<file path="src/rtl/colseq_pkg.sv">
package colseq_pkg;

    // Burst configuration captured at start.
    typedef struct packed {
        logic       full;   // page mode, runs until stopped
        logic       ilv;    // interleaved ordering
        logic       err;    // reserved code was given
        logic [2:0] lg;     // log2 of beat count for fixed bursts
    } burst_cfg_t;

    localparam logic [2:0] CODE_PAGE = 3'b111;

    function automatic burst_cfg_t decode_cfg(input logic [2:0] code, input logic ilv);
        burst_cfg_t c;
        c.ilv  = ilv;
        c.full = 1'b0;
        c.err  = 1'b0;
        c.lg   = 3'd0;
        if (code[2] == 1'b0) begin
            c.lg = {1'b0, code[1:0]};
        end else if (code == CODE_PAGE && !ilv) begin
            c.full = 1'b1;
        end else begin
            c.err = 1'b1;
        end
        return c;
    endfunction

endpackage

</file>
<file path="src/rtl/colseq_decode.sv">
module colseq_decode
    import colseq_pkg::*;
(
    input  logic [2:0]  len_code_i,
    input  logic        ordering_i,
    output burst_cfg_t  cfg_o
);
    always_comb cfg_o = decode_cfg(len_code_i, ordering_i);
endmodule

</file>
<file path="src/rtl/colseq_counter.sv">
module colseq_counter
    import colseq_pkg::*;
#(
    parameter int COL_W = 8
) (
    input  logic             clk,
    input  logic             rst,
    input  logic             start_i,
    input  logic [COL_W-1:0] start_col_i,
    input  burst_cfg_t       cfg_i,
    input  logic             step_i,
    input  logic             stop_i,
    output logic             active_o,
    output logic [COL_W-1:0] beat_o,
    output logic [COL_W-1:0] base_o,
    output burst_cfg_t       cfg_o,
    output logic             last_o
);
    logic             active_q;
    logic [COL_W-1:0] beat_q;
    logic [COL_W-1:0] base_q;
    burst_cfg_t       cfg_q;
    logic [COL_W-1:0] final_beat;

    always_comb begin
        final_beat = (COL_W'(1) << cfg_q.lg) - COL_W'(1);
        last_o     = active_q && !cfg_q.full && (beat_q == final_beat);
    end

    always_ff @(posedge clk) begin
        if (rst) begin
            active_q <= 1'b0;
            beat_q   <= '0;
            base_q   <= '0;
            cfg_q    <= '0;
        end else if (start_i) begin
            active_q <= 1'b1;
            beat_q   <= '0;
            base_q   <= start_col_i;
            cfg_q    <= cfg_i;
        end else if (stop_i) begin
            active_q <= 1'b0;
        end else if (active_q && step_i) begin
            if (last_o) active_q <= 1'b0;
            else        beat_q   <= beat_q + COL_W'(1);
        end
    end

    assign active_o = active_q;
    assign beat_o   = beat_q;
    assign base_o   = base_q;
    assign cfg_o    = cfg_q;


    restart_chk: assert property (@(posedge clk) disable iff (rst)
        start_i |=> (active_q && beat_q == '0));

    stop_ends_chk: assert property (@(posedge clk) disable iff (rst)
        (stop_i && !start_i) |=> !active_q);

    burst_done_chk: assert property (@(posedge clk) disable iff (rst)
        (last_o && step_i && !start_i && !stop_i) |=> !active_q);

    pause_hold_chk: assert property (@(posedge clk) disable iff (rst)
        (active_q && !step_i && !start_i && !stop_i) |=> (active_q && $stable(beat_q)));
endmodule

</file>
<file path="src/rtl/colseq_addrgen.sv">
module colseq_addrgen
    import colseq_pkg::*;
#(
    parameter int COL_W = 8
) (
    input  logic [COL_W-1:0] base_i,
    input  logic [COL_W-1:0] beat_i,
    input  burst_cfg_t       cfg_i,
    output logic [COL_W-1:0] col_o
);
    logic [COL_W-1:0] sum;
    logic [COL_W-1:0] mix;

    assign sum = base_i + beat_i;
    assign mix = base_i ^ beat_i;

    for (genvar i = 0; i < COL_W; i++) begin : g_bit
        logic in_block;
        assign in_block = cfg_i.full || (int'(cfg_i.lg) > i);
        assign col_o[i] = !in_block ? base_i[i] :
                          (cfg_i.ilv ? mix[i] : sum[i]);
    end
endmodule

</file>
<file path="src/rtl/colseq_top.sv">
module colseq_top
    import colseq_pkg::*;
#(
    parameter int COL_W = 8
) (
    input  logic             clk,
    input  logic             rst,
    input  logic             start_i,
    input  logic [COL_W-1:0] start_col_i,
    input  logic [2:0]       len_code_i,
    input  logic             ordering_i,
    input  logic             step_i,
    input  logic             stop_i,
    output logic [COL_W-1:0] col_o,
    output logic             valid_o,
    output logic             last_o,
    output logic             err_o
);
    localparam int BLK_W = 3; // widest fixed burst is 2**BLK_W beats

    burst_cfg_t       cfg_new;
    burst_cfg_t       cfg_run;
    logic [COL_W-1:0] beat;
    logic [COL_W-1:0] base;
    logic             active;
    logic             last_int;

    colseq_decode u_dec (
        .len_code_i (len_code_i),
        .ordering_i (ordering_i),
        .cfg_o      (cfg_new)
    );

    colseq_counter #(.COL_W(COL_W)) u_cnt (
        .clk        (clk),
        .rst        (rst),
        .start_i    (start_i),
        .start_col_i(start_col_i),
        .cfg_i      (cfg_new),
        .step_i     (step_i),
        .stop_i     (stop_i),
        .active_o   (active),
        .beat_o     (beat),
        .base_o     (base),
        .cfg_o      (cfg_run),
        .last_o     (last_int)
    );

    colseq_addrgen #(.COL_W(COL_W)) u_gen (
        .base_i (base),
        .beat_i (beat),
        .cfg_i  (cfg_run),
        .col_o  (col_o)
    );

    assign valid_o = active;
    assign last_o  = last_int;
    assign err_o   = active && cfg_run.err;


    start_col_chk: assert property (@(posedge clk) disable iff (rst)
        start_i |=> (valid_o && col_o == $past(start_col_i)));

    upper_fixed_chk: assert property (@(posedge clk) disable iff (rst)
        (valid_o && !cfg_run.full && $past(valid_o) && !$past(start_i))
        |-> $stable(col_o[COL_W-1:BLK_W]));

    page_no_last_chk: assert property (@(posedge clk) disable iff (rst)
        (valid_o && cfg_run.full) |-> !last_o);

    reserved_single_chk: assert property (@(posedge clk) disable iff (rst)
        err_o |-> last_o);

    reset_quiet_chk: assert property (@(posedge clk)
        $past(rst) |-> (!valid_o && !last_o && !err_o));
endmodule

</file>
<file path="config.mk">
export PLATFORM = sky130hd
export DESIGN_NAME = colseq_top
export DESIGN_NICKNAME = d
export VERILOG_FILES = /design/src/rtl/colseq_pkg.sv /design/src/rtl/colseq_decode.sv /design/src/rtl/colseq_counter.sv /design/src/rtl/colseq_addrgen.sv /design/src/rtl/colseq_top.sv
export SDC_FILE = /design/constraint.sdc
export NUM_CORES = 1
export LEC_CHECK = 0
export ABC_AREA = 1
export BUFFER_PORTS_ARGS = -buffer_cell sky130_fd_sc_hd__buf_2
export CAP_MARGIN = 20
export CORE_UTILIZATION = 50
export CTS_CLUSTER_SIZE = 25
export DETAILED_ROUTE_END_ITERATION = 8
export PLACE_DENSITY = 0.76
export SKIP_CTS_REPAIR_TIMING = 1
export SLEW_MARGIN = 30
export SYNTH_ARGS = -nofsm -noshare
export SYNTH_HDL_FRONTEND = slang
export SYNTH_SLANG_ARGS = --single-unit
</file>
<file path="constraint.sdc">
create_clock -name clk -period 1.9 [get_ports clk]
set_input_delay 0.38 -clock clk [delete_from_list [all_inputs] [get_ports clk]]
set_output_delay 0.38 -clock clk [all_outputs]
set_load 0.01 [all_outputs]
</file>
==> flow_summary.ini, run 1 <==
[pwr]
irDropWorstVdd_mv = 0.4603
p_leak_uw = 0.0008800
p_per_area_nw_per_um2 = 466.0
p_total_uw = 906.7

[logic_synthesis]
synthFlopType = dfxtp_1
synthSimpleGateAreaFrac_pct = 36.41
synth_edf_count = 0
yosysSeqAreaShare_pct = 29.26
syn_area_per_cell_um2 = 6.516
synth_area_um2 = 1505
synth_top_family_by_area = simple AND/OR/NAND/NOR gates
synthMuxAreaShare_pct = 0
yosys.area_share.adder_pct = 7.980
netlist_instances = 231
synth_cell_types = 29
synth_compound_area_share_pct = 12.55
yosysWarningCount = 0
ys_seq_elements = 22
synth_nets = 257
synthXorXnorAreaFrac_pct = 5.819
ys_async_sr_fraction_pct = 0

[clocking]
cts_tree = yes
clockBufferDepth = 2
cts_buffers = 3
htreeDepth = 1
cts_sinks = 22
cts_root_buf = clkbuf_4
clock_latency_ps = 310
path_clk_slew_ps = 120

[hold_path]
min_from = start_col_i[4]
hold_path_end = u_cnt.base_o[4]
holdCritPathClass = primary input to flip-flop
min_path_cells = 3

[setup_path]
crit_start = u_cnt.beat_o[0]
worstPathRequired_ps = 1520
rr_endpoint = u_cnt.beat_o[2]
reg2regPathDepth = 10
crit_path_end_kind = output pin
r2r_start = u_cnt.beat_o[3]
path_class = flip-flop to output pin
crit_fanout = 3
critPathMaxStageDelay_ps = 370
cp_common_cell = nand2_1
cp_data_arrival_time_ps = 1760
cp-start-kind = flip-flop
ff2ff_setup_slack_ps = 460
worst_path_max_delay_cell = fa_2
crit_chain = ha_4 > fa_2 > nand4_1 > o211ai_1 > nand2_1 > nand2_1 > nand3_1 > nand2_1 > buf_2

[layout]
nNetsFinal = 297
layout_commonest_cell = nand2_1
drive_above_1_share_pct = 32.71
area_growth_pct = 29.26
final_cell_mix = nand2_1, buf_2, inv_1, a21oi_1, nand3_1
n_antenna_cell = 0
final_core_util_pct = 69.36
fillers = 257

[floorplan]
num_io_pins = 28
dieWidth_um = 56.87
die_y_um = 56.87
core-area_um2 = 2805
die_area_um2 = 3234
row_count = 19
start_util_pct = 53.66

[global_route]
grt_busiest_layer = met2
gr-usage-met1_pct = 31.44
use_met2_pct = 39.97
grt_overflow = 0
use_met3_pct = 2.765
track_usage_pct = 23.61
grt_pass1_vias = 1443
grt_max_degree = 16
antenna_found_initial = 0
grt_pass1_wl_mm = 6.058

[route]
dr.pass1.iters = 4
drtIter0Drc = 90
wirelength_mm = 3.761
avgViaCountPerCell = 5.350
wl_per_cell_um = 12.54
ant_nets = 0
drc = 0
vias = 1605

[place]
place_hpwl_mm = 2.664
port_buffers = 27
place_congestion = 0.8617

[sta]
clock_skew_ps = 5.414
relSlewSlack_pct = 78.60
rsz0062_at_grt = true
slew_viol_final = 0
min_period_over_period_pct = 112.7
fmax_ghz = 0.4668
tightestPinTransition_ps = 320.7
setup_viol = 7
hold_viol = 0
postLayoutSetupSlackWorst_ps = -242.2
period_minus_slack_ps = 2142

[flow_run]
cap_violations = 0

[status]
status = finished, violations left
violations = negative setup slack
==> worst max-delay path: cells and delay by family (launching register included) <==
| family | cells | cell delay [ps] |
|---|---|---|
| AND/OR/NAND/NOR | 5 | 330 |
| AO/OA/AOI/OAI | 1 | 120 |
| adder cells (fa/ha/maj) | 2 | 530 |
| flip-flops | 1 | 350 |
| buffers and inverters | 1 | 130 |
==> cell usage after synthesis, types with 2 or more instances <==
cell | count | area share [%]
nand2_1 | 70 | 17
clkbuf_1 | 3 | 0.75
o21ai_0 | 3 | 1.0
a21oi_1 | 24 | 8.0
dfxtp_1 | 22 | 29
nand2_4 | 2 | 1.5
inv_1 | 24 | 6.0
xnor2_1 | 2 | 1.2
ha_1 | 8 | 6.7
nor2_2 | 2 | 0.83
o22ai_1 | 2 | 0.83
nand2_2 | 2 | 0.83
nand4_1 | 5 | 2.1
nor2_1 | 15 | 3.7
nor3_1 | 3 | 1.0
nand3_1 | 22 | 7.3
a211oi_1 | 3 | 1.5
xor2_1 | 8 | 4.7
==> registers in the layout, summed over array words and instances, names as in the netlist <==
register	count
u_cnt.active_o	1
u_cnt.base_o	8
u_cnt.beat_o	8
u_cnt.cfg_o	5
==> routing by layer <==
layer / vias up / part of all wire, %
met4: 0 / 1.3
met2: 43 / 47
met5: - / 0
met1: 716 / 46
li1: 839 / -
met3: 7 / 4.9
==> worst max path at each step <==
stage          endpoint  slack, ps  cells past startpoint
2_1_floorplan  col_o[4]         20                      6
3_3_place_gp   col_o[4]          7                      7
3_5_place_dp   col_o[7]         10                     11
4_1_cts        col_o[7]       -350                     11
5_1_grt        col_o[6]       -360                      9
6_report       col_o[6]       -240                      9
==> power breakdown <==
group / internal, uW / leakage (uW) / switching, uW
logic: 83.7 / 0.000678 / 107
clock network: 74.3 / 0.0000138 / 140
registers: 478 / 0.000188 / 23.7
==> final cells by class <==
cell class              count  area, um^2  area share (%)
inverters                  27       103.9           5.338
repair buffers             39       225.2           11.58
flip-flops and latches     22       467.9           24.05
multi-input cells         178        1087           55.88
clock buffers               3       22.52           1.158
well taps                  31       38.79           1.994
==> logic make-up (layout without fill, tap and decap cells) <==
group | after synthesis | in the layout
and+or+nand+nor | 124 | 124
AOI/OAI and AO/OA | 35 | 35
buffers and inverters | 31 | 69
xor gates and xnor gates | 10 | 10
adders and majority gates | 9 | 9
DFF | 22 | 22
==> metrics by stage <==
| step | std cells | area, um^2 | hold WS [ps] | worst slack, ps | TNS [ps] |
|---|---|---|---|---|---|
| floorplan | 231 | 1505 | 428.6 | 24.71 | 0 |
| global placement | 296 | 1745 | 442.9 | 6.861 | 0 |
| detailed placement | 296 | 1745 | 467.9 | 12.96 | 0 |
| CTS | 299 | 1768 | 295.7 | -352.0 | -1954 |
| global route | 300 | 1946 | 280.5 | -360.6 | -1998 |
| finish | 300 | 1946 | 289.9 | -242.2 | -1335 |
Note: power is estimated with default switching activity, not from simulation.
==> inputs of run 2 (changes only) <==
==> constraint.sdc (replaced) <==
create_clock -name clk -period 1.8 [get_ports clk]
set_input_delay 0.36 -clock clk [delete_from_list [all_inputs] [get_ports clk]]
set_output_delay 0.36 -clock clk [all_outputs]
set_load 0.01 [all_outputs]
==> flow_summary.ini, run 2 (same netlist as run 1, synthesis figures left out) <==
[sta]
clock_skew_ps = 4.309
setup_viol = 7
hold_viol = 0
tightestPinTransition_ps = 344.8
rsz0062_at_grt = true
setup_tns_ps = -1869
period_minus_slack_ps = 2124
fmax_ghz = 0.4708
min_period_over_period_pct = 118.0
postLayoutSetupSlackWorst_ps = -324.0
slew_viol_final = 0
relSlewSlack_pct = 76.99

[clocking]
clock_latency_ps = 320
cts_tree = yes
path_clk_slew_ps = 130
cts_root_buf = clkbuf_4
cts_buffers = 3
clockBufferDepth = 2
htreeDepth = 1
cts_sinks = 22

[route]
avgViaCountPerCell = 5.254
drtIter0Drc = 109
wl_per_cell_um = 12.43
dr.pass1.iters = 4
ant_nets = 0
vias = 1634
wirelength_mm = 3.867
drc = 0

[floorplan]
num_io_pins = 28
row_count = 19
die_y_um = 56.87
start_util_pct = 53.66
die_area_um2 = 3234
dieWidth_um = 56.87
core-area_um2 = 2805

[setup_path]
ff2ff_setup_slack_ps = 260
cp_data_arrival_time_ps = 1760
crit_fanout = 3
path_buf_inv = 1
cp-start-kind = flip-flop
worstPathRequired_ps = 1440
path_class = flip-flop to output pin
crit_path_end_kind = output pin
worst_path_dominant_cell_family = adder cells
crit_chain = ha_4 > fa_2 > nand3_1 > a21oi_1 > xnor2_1 > o21ai_1 > buf_2
worst_path_max_delay_cell = fa_2
critPathMaxStageDelay_ps = 370

[global_route]
use_met3_pct = 2.304
grt_busiest_layer = met2
grt_pass1_vias = 1409
antenna_found_initial = 0
use_met2_pct = 36.73
grt_max_degree = 16
grt_pass1_wl_mm = 6.009
gr-usage-met1_pct = 33.90
grt_overflow = 0
track_usage_pct = 23.35

[layout]
stdcell_count = 311
drive_above_1_share_pct = 37.50
final_cell_area_um2 = 2052
nNetsFinal = 308
final_cell_mix = nand2_1, buf_2, inv_1, a21oi_1, buf_4
n_antenna_cell = 0
area_growth_pct = 36.33
fillers = 233
layout_commonest_cell = nand2_1

[place]
place_congestion = 0.8441
port_buffers = 27
pre_cts_ws_ps = -56.89
postPlaceCellArea_um2 = 1827
place_hpwl_mm = 2.695
dpl.cell_count = 305

[flow_run]
cap_violations = 0

[pwr]
irDropWorstVdd_mv = 0.4014
p_per_area_nw_per_um2 = 481.4
p_leak_uw = 0.0009592
p_total_uw = 987.8

[hold_path]
holdCritPathClass = primary input to flip-flop

[status]
status = finished, violations left
violations = negative setup slack
## run 2: changes by cell type in the layout (fill, tap and decap cells not counted), moves of 2 or more
cell     before  now
buf_4        12   22
nand2_1      65   63
nand3_1      21   19
nand3_2       1    3
## run 2: worst paths after layout
kind                   startpoint               to  depth (start not counted)
setup / recovery  u_cnt.beat_o[0]         col_o[4]                          7
hold / removal     start_col_i[6]  u_cnt.base_o[6]                          3
setup reg to reg  u_cnt.beat_o[1]  u_cnt.beat_o[0]                          9
hold reg to reg    u_cnt.cfg_o[3]   u_cnt.cfg_o[3]                          2
## run 2: report_power, final
| part | leakage (uW) | switching, uW | internal, uW |
|---|---|---|---|
| clock network | 0.0000138 | 157 | 78.5 |
| logic | 0.000757 | 123 | 104 |
| registers | 0.000188 | 22.3 | 503 |
| total | 0.000959 | 302 | 685 |
## run 2: worst register-to-register path, stage by stage, from the launching register on
cell     delay (ps)
dfxtp_4         390
buf_4           150
xnor2_1         160
nand2_2          90
buf_4           150
nor2_4           90
nand2_4         100
nand2_4         120
nand2_1          60
a21oi_1         160
## run 2: per-stage QoR
stage / utilization [%] / hold WS [ps]
3_5_place_dp: 65.12 / 453.3
4_1_cts: 65.92 / 270.0
5_1_grt: 73.15 / 273.1
2_1_floorplan: - / 428.6
6_report: 73.15 / 263.6
3_3_place_gp: 65.12 / 440.3
## run 2: layout make-up
class                      instances  area (um^2)  area share, %
sequential                        22        471.7          22.99
tap                               31        38.79          1.890
multi-input combinational        178         1104          53.78
timing repair buffer              50        311.5          15.18
clock buffer                       3        22.52          1.098
inverter                          27        103.9          5.061
## run 2: layer usage
layer | wire (um) | vias to the layer above
li1 | - | 861
met1 | 1872 | 722
met2 | 1746 | 46
met3 | 201 | 5
met4 | 47 | 0
met5 | 0 | -
==> inputs of run 3 (changes only) <==
--- a/config.mk
+++ b/config.mk
@@ -12,6 +12,7 @@
 export CTS_CLUSTER_SIZE = 25
 export DETAILED_ROUTE_END_ITERATION = 8
 export PLACE_DENSITY = 0.76
+export RECOVER_POWER = 50
 export SKIP_CTS_REPAIR_TIMING = 1
 export SLEW_MARGIN = 30
 export SYNTH_ARGS = -nofsm -noshare
==> flow_summary.ini, run 3 (same netlist as run 1, synthesis figures left out) <==
[status]
status = finished, violations left
violations = negative setup slack

[pwr]
p_sw_uw = 302.5
intPower_uw = 685.0
p_total_uw = 987.5
p_per_area_nw_per_um2 = 481.5
p_leak_uw = 0.0009565
irDropWorstVdd_mv = 0.4014
power_frac_comb_pct = 22.9
pwr-share-seq_pct = 53.2
clkPwrFrac_pct = 23.9
swShare_pct = 30.63

[route]
avgViaCountPerCell = 5.254
drc = 0
wirelength_mm = 3.869
drtIter0Drc = 109
ant_nets = 0
drt-met1-wl_mm = 1.873
routed.top_layer = met4
dr_wl_met2_mm = 1.746
wl_met3_um = 202
vias = 1634
dr.pass1.iters = 4
wl_per_cell_um = 12.44

[global_route]
grt_pass1_vias = 1409
track_usage_pct = 23.35
grt_overflow = 0
antenna_found_initial = 0
grt_max_degree = 16
grt_pass1_wl_mm = 6.009

[floorplan]
start_util_pct = 53.66
die_area_um2 = 3234
die_y_um = 56.87
dieWidth_um = 56.87
row_count = 19
core-area_um2 = 2805
num_io_pins = 28

[layout]
nNetsFinal = 308
n_antenna_cell = 0
layout_commonest_cell = nand2_1
stdcell_count = 311
final_cell_mix = nand2_1, buf_2, inv_1, a21oi_1, buf_4
area_growth_pct = 36.24
final_core_util_pct = 73.10
drive_above_1_share_pct = 37.14

[setup_path]
crit_path_end_kind = output pin
cp_data_arrival_time_ps = 1760
worst_path_max_delay_cell = fa_2
critPathMaxStageDelay_ps = 370
crit_chain = ha_4 > fa_2 > nand3_1 > a21oi_1 > xnor2_1 > o21ai_1 > buf_2
worst_path_dominant_cell_family = adder cells
worstPathRequired_ps = 1440
path_class = flip-flop to output pin
crit_fanout = 3
path_buf_inv = 1
cp-start-kind = flip-flop

[sta]
relSlewSlack_pct = 58.99
tightestPinTransition_ps = 615.2
rsz0062_at_grt = true
fmax_ghz = 0.4708
slew_viol_final = 0
postLayoutSetupSlackWorst_ps = -324.0
hold_viol = 0
setup_viol = 7
clock_skew_ps = 4.309
min_period_over_period_pct = 118.0
period_minus_slack_ps = 2124

[place]
place_hpwl_mm = 2.695
port_buffers = 27
place_congestion = 0.8441
pre_cts_ws_ps = -56.89
dpl.cell_count = 305

[flow_run]
cap_violations = 0

[clocking]
cts_buffers = 3
path_clk_slew_ps = 130
clock_latency_ps = 320
htreeDepth = 1
cts_tree = yes
cts_root_buf = clkbuf_4
cts_sinks = 22
clockBufferDepth = 2

[hold_path]
holdCritPathClass = primary input to flip-flop
## run 3: changes by cell type in the layout (fill, tap and decap cells not counted), sizes merged
| cell | previous run | this run |
|---|---|---|
| clkbuf | 3 | 4 |
| buf | 50 | 49 |
## run 3: worst register-to-register path, stage by stage (launching register included)
cell	delay, ps
dfxtp_4	390
buf_4	150
xnor2_1	160
nand2_2	90
buf_4	150
nor2_4	90
nand2_4	100
nand2_4	120
nand2_1	60
a21oi_1	160
## run 3: final timing paths
| check | from | endpoint | slack (ps) | cells past startpoint |
|---|---|---|---|---|
| worst max-delay path | u_cnt.beat_o[0] | col_o[4] | -320 | 7 |
| worst min-delay path | start_col_i[6] | u_cnt.base_o[6] | 260 | 3 |
| worst max register to register | u_cnt.beat_o[1] | u_cnt.beat_o[0] | 260 | 9 |
| worst min register to register | u_cnt.cfg_o[3] | u_cnt.cfg_o[3] | 480 | 2 |
## run 3: through the flow
stage	hold WS [ps]	instance area [um^2]	TNS, ps
2_1_floorplan	428.6	1519	0
3_3_place_gp	440.3	1827	-77.04
3_5_place_dp	453.3	1827	-118.3
4_1_cts	270.0	1849	-2562
5_1_grt	273.1	2051	-2441
6_report	263.6	2051	-1868
## run 3: layout make-up
cell class / count / area [um^2]
Inverter: 27 / 103.9
Timing Repair Buffer: 50 / 310.3
Fill cell: 233 / 754.5
Clock buffer: 3 / 22.52
Sequential cell: 22 / 471.7
Multi-Input combinational cell: 178 / 1104
Tap cell: 31 / 38.79
## run 3: power groups by stage
stage | logic (uW) | clock network, uW | registers (uW)
finish | 226 | 236 | 525
global route | 251 | 253 | 528
CTS | 200 | 241 | 523
detailed placement | 199 | 0 | 534
global placement | 198 | 0 | 533
floorplan | 119 | 0 | 530
## run 3: layer usage
| metal | GRT usage, % | up-vias |
|---|---|---|
| li1 | - | 861 |
| met4 | 6.272 | 0 |
| met3 | 2.304 | 5 |
| met1 | 33.90 | 722 |
| met5 | 0 | - |
| met2 | 36.73 | 46 |
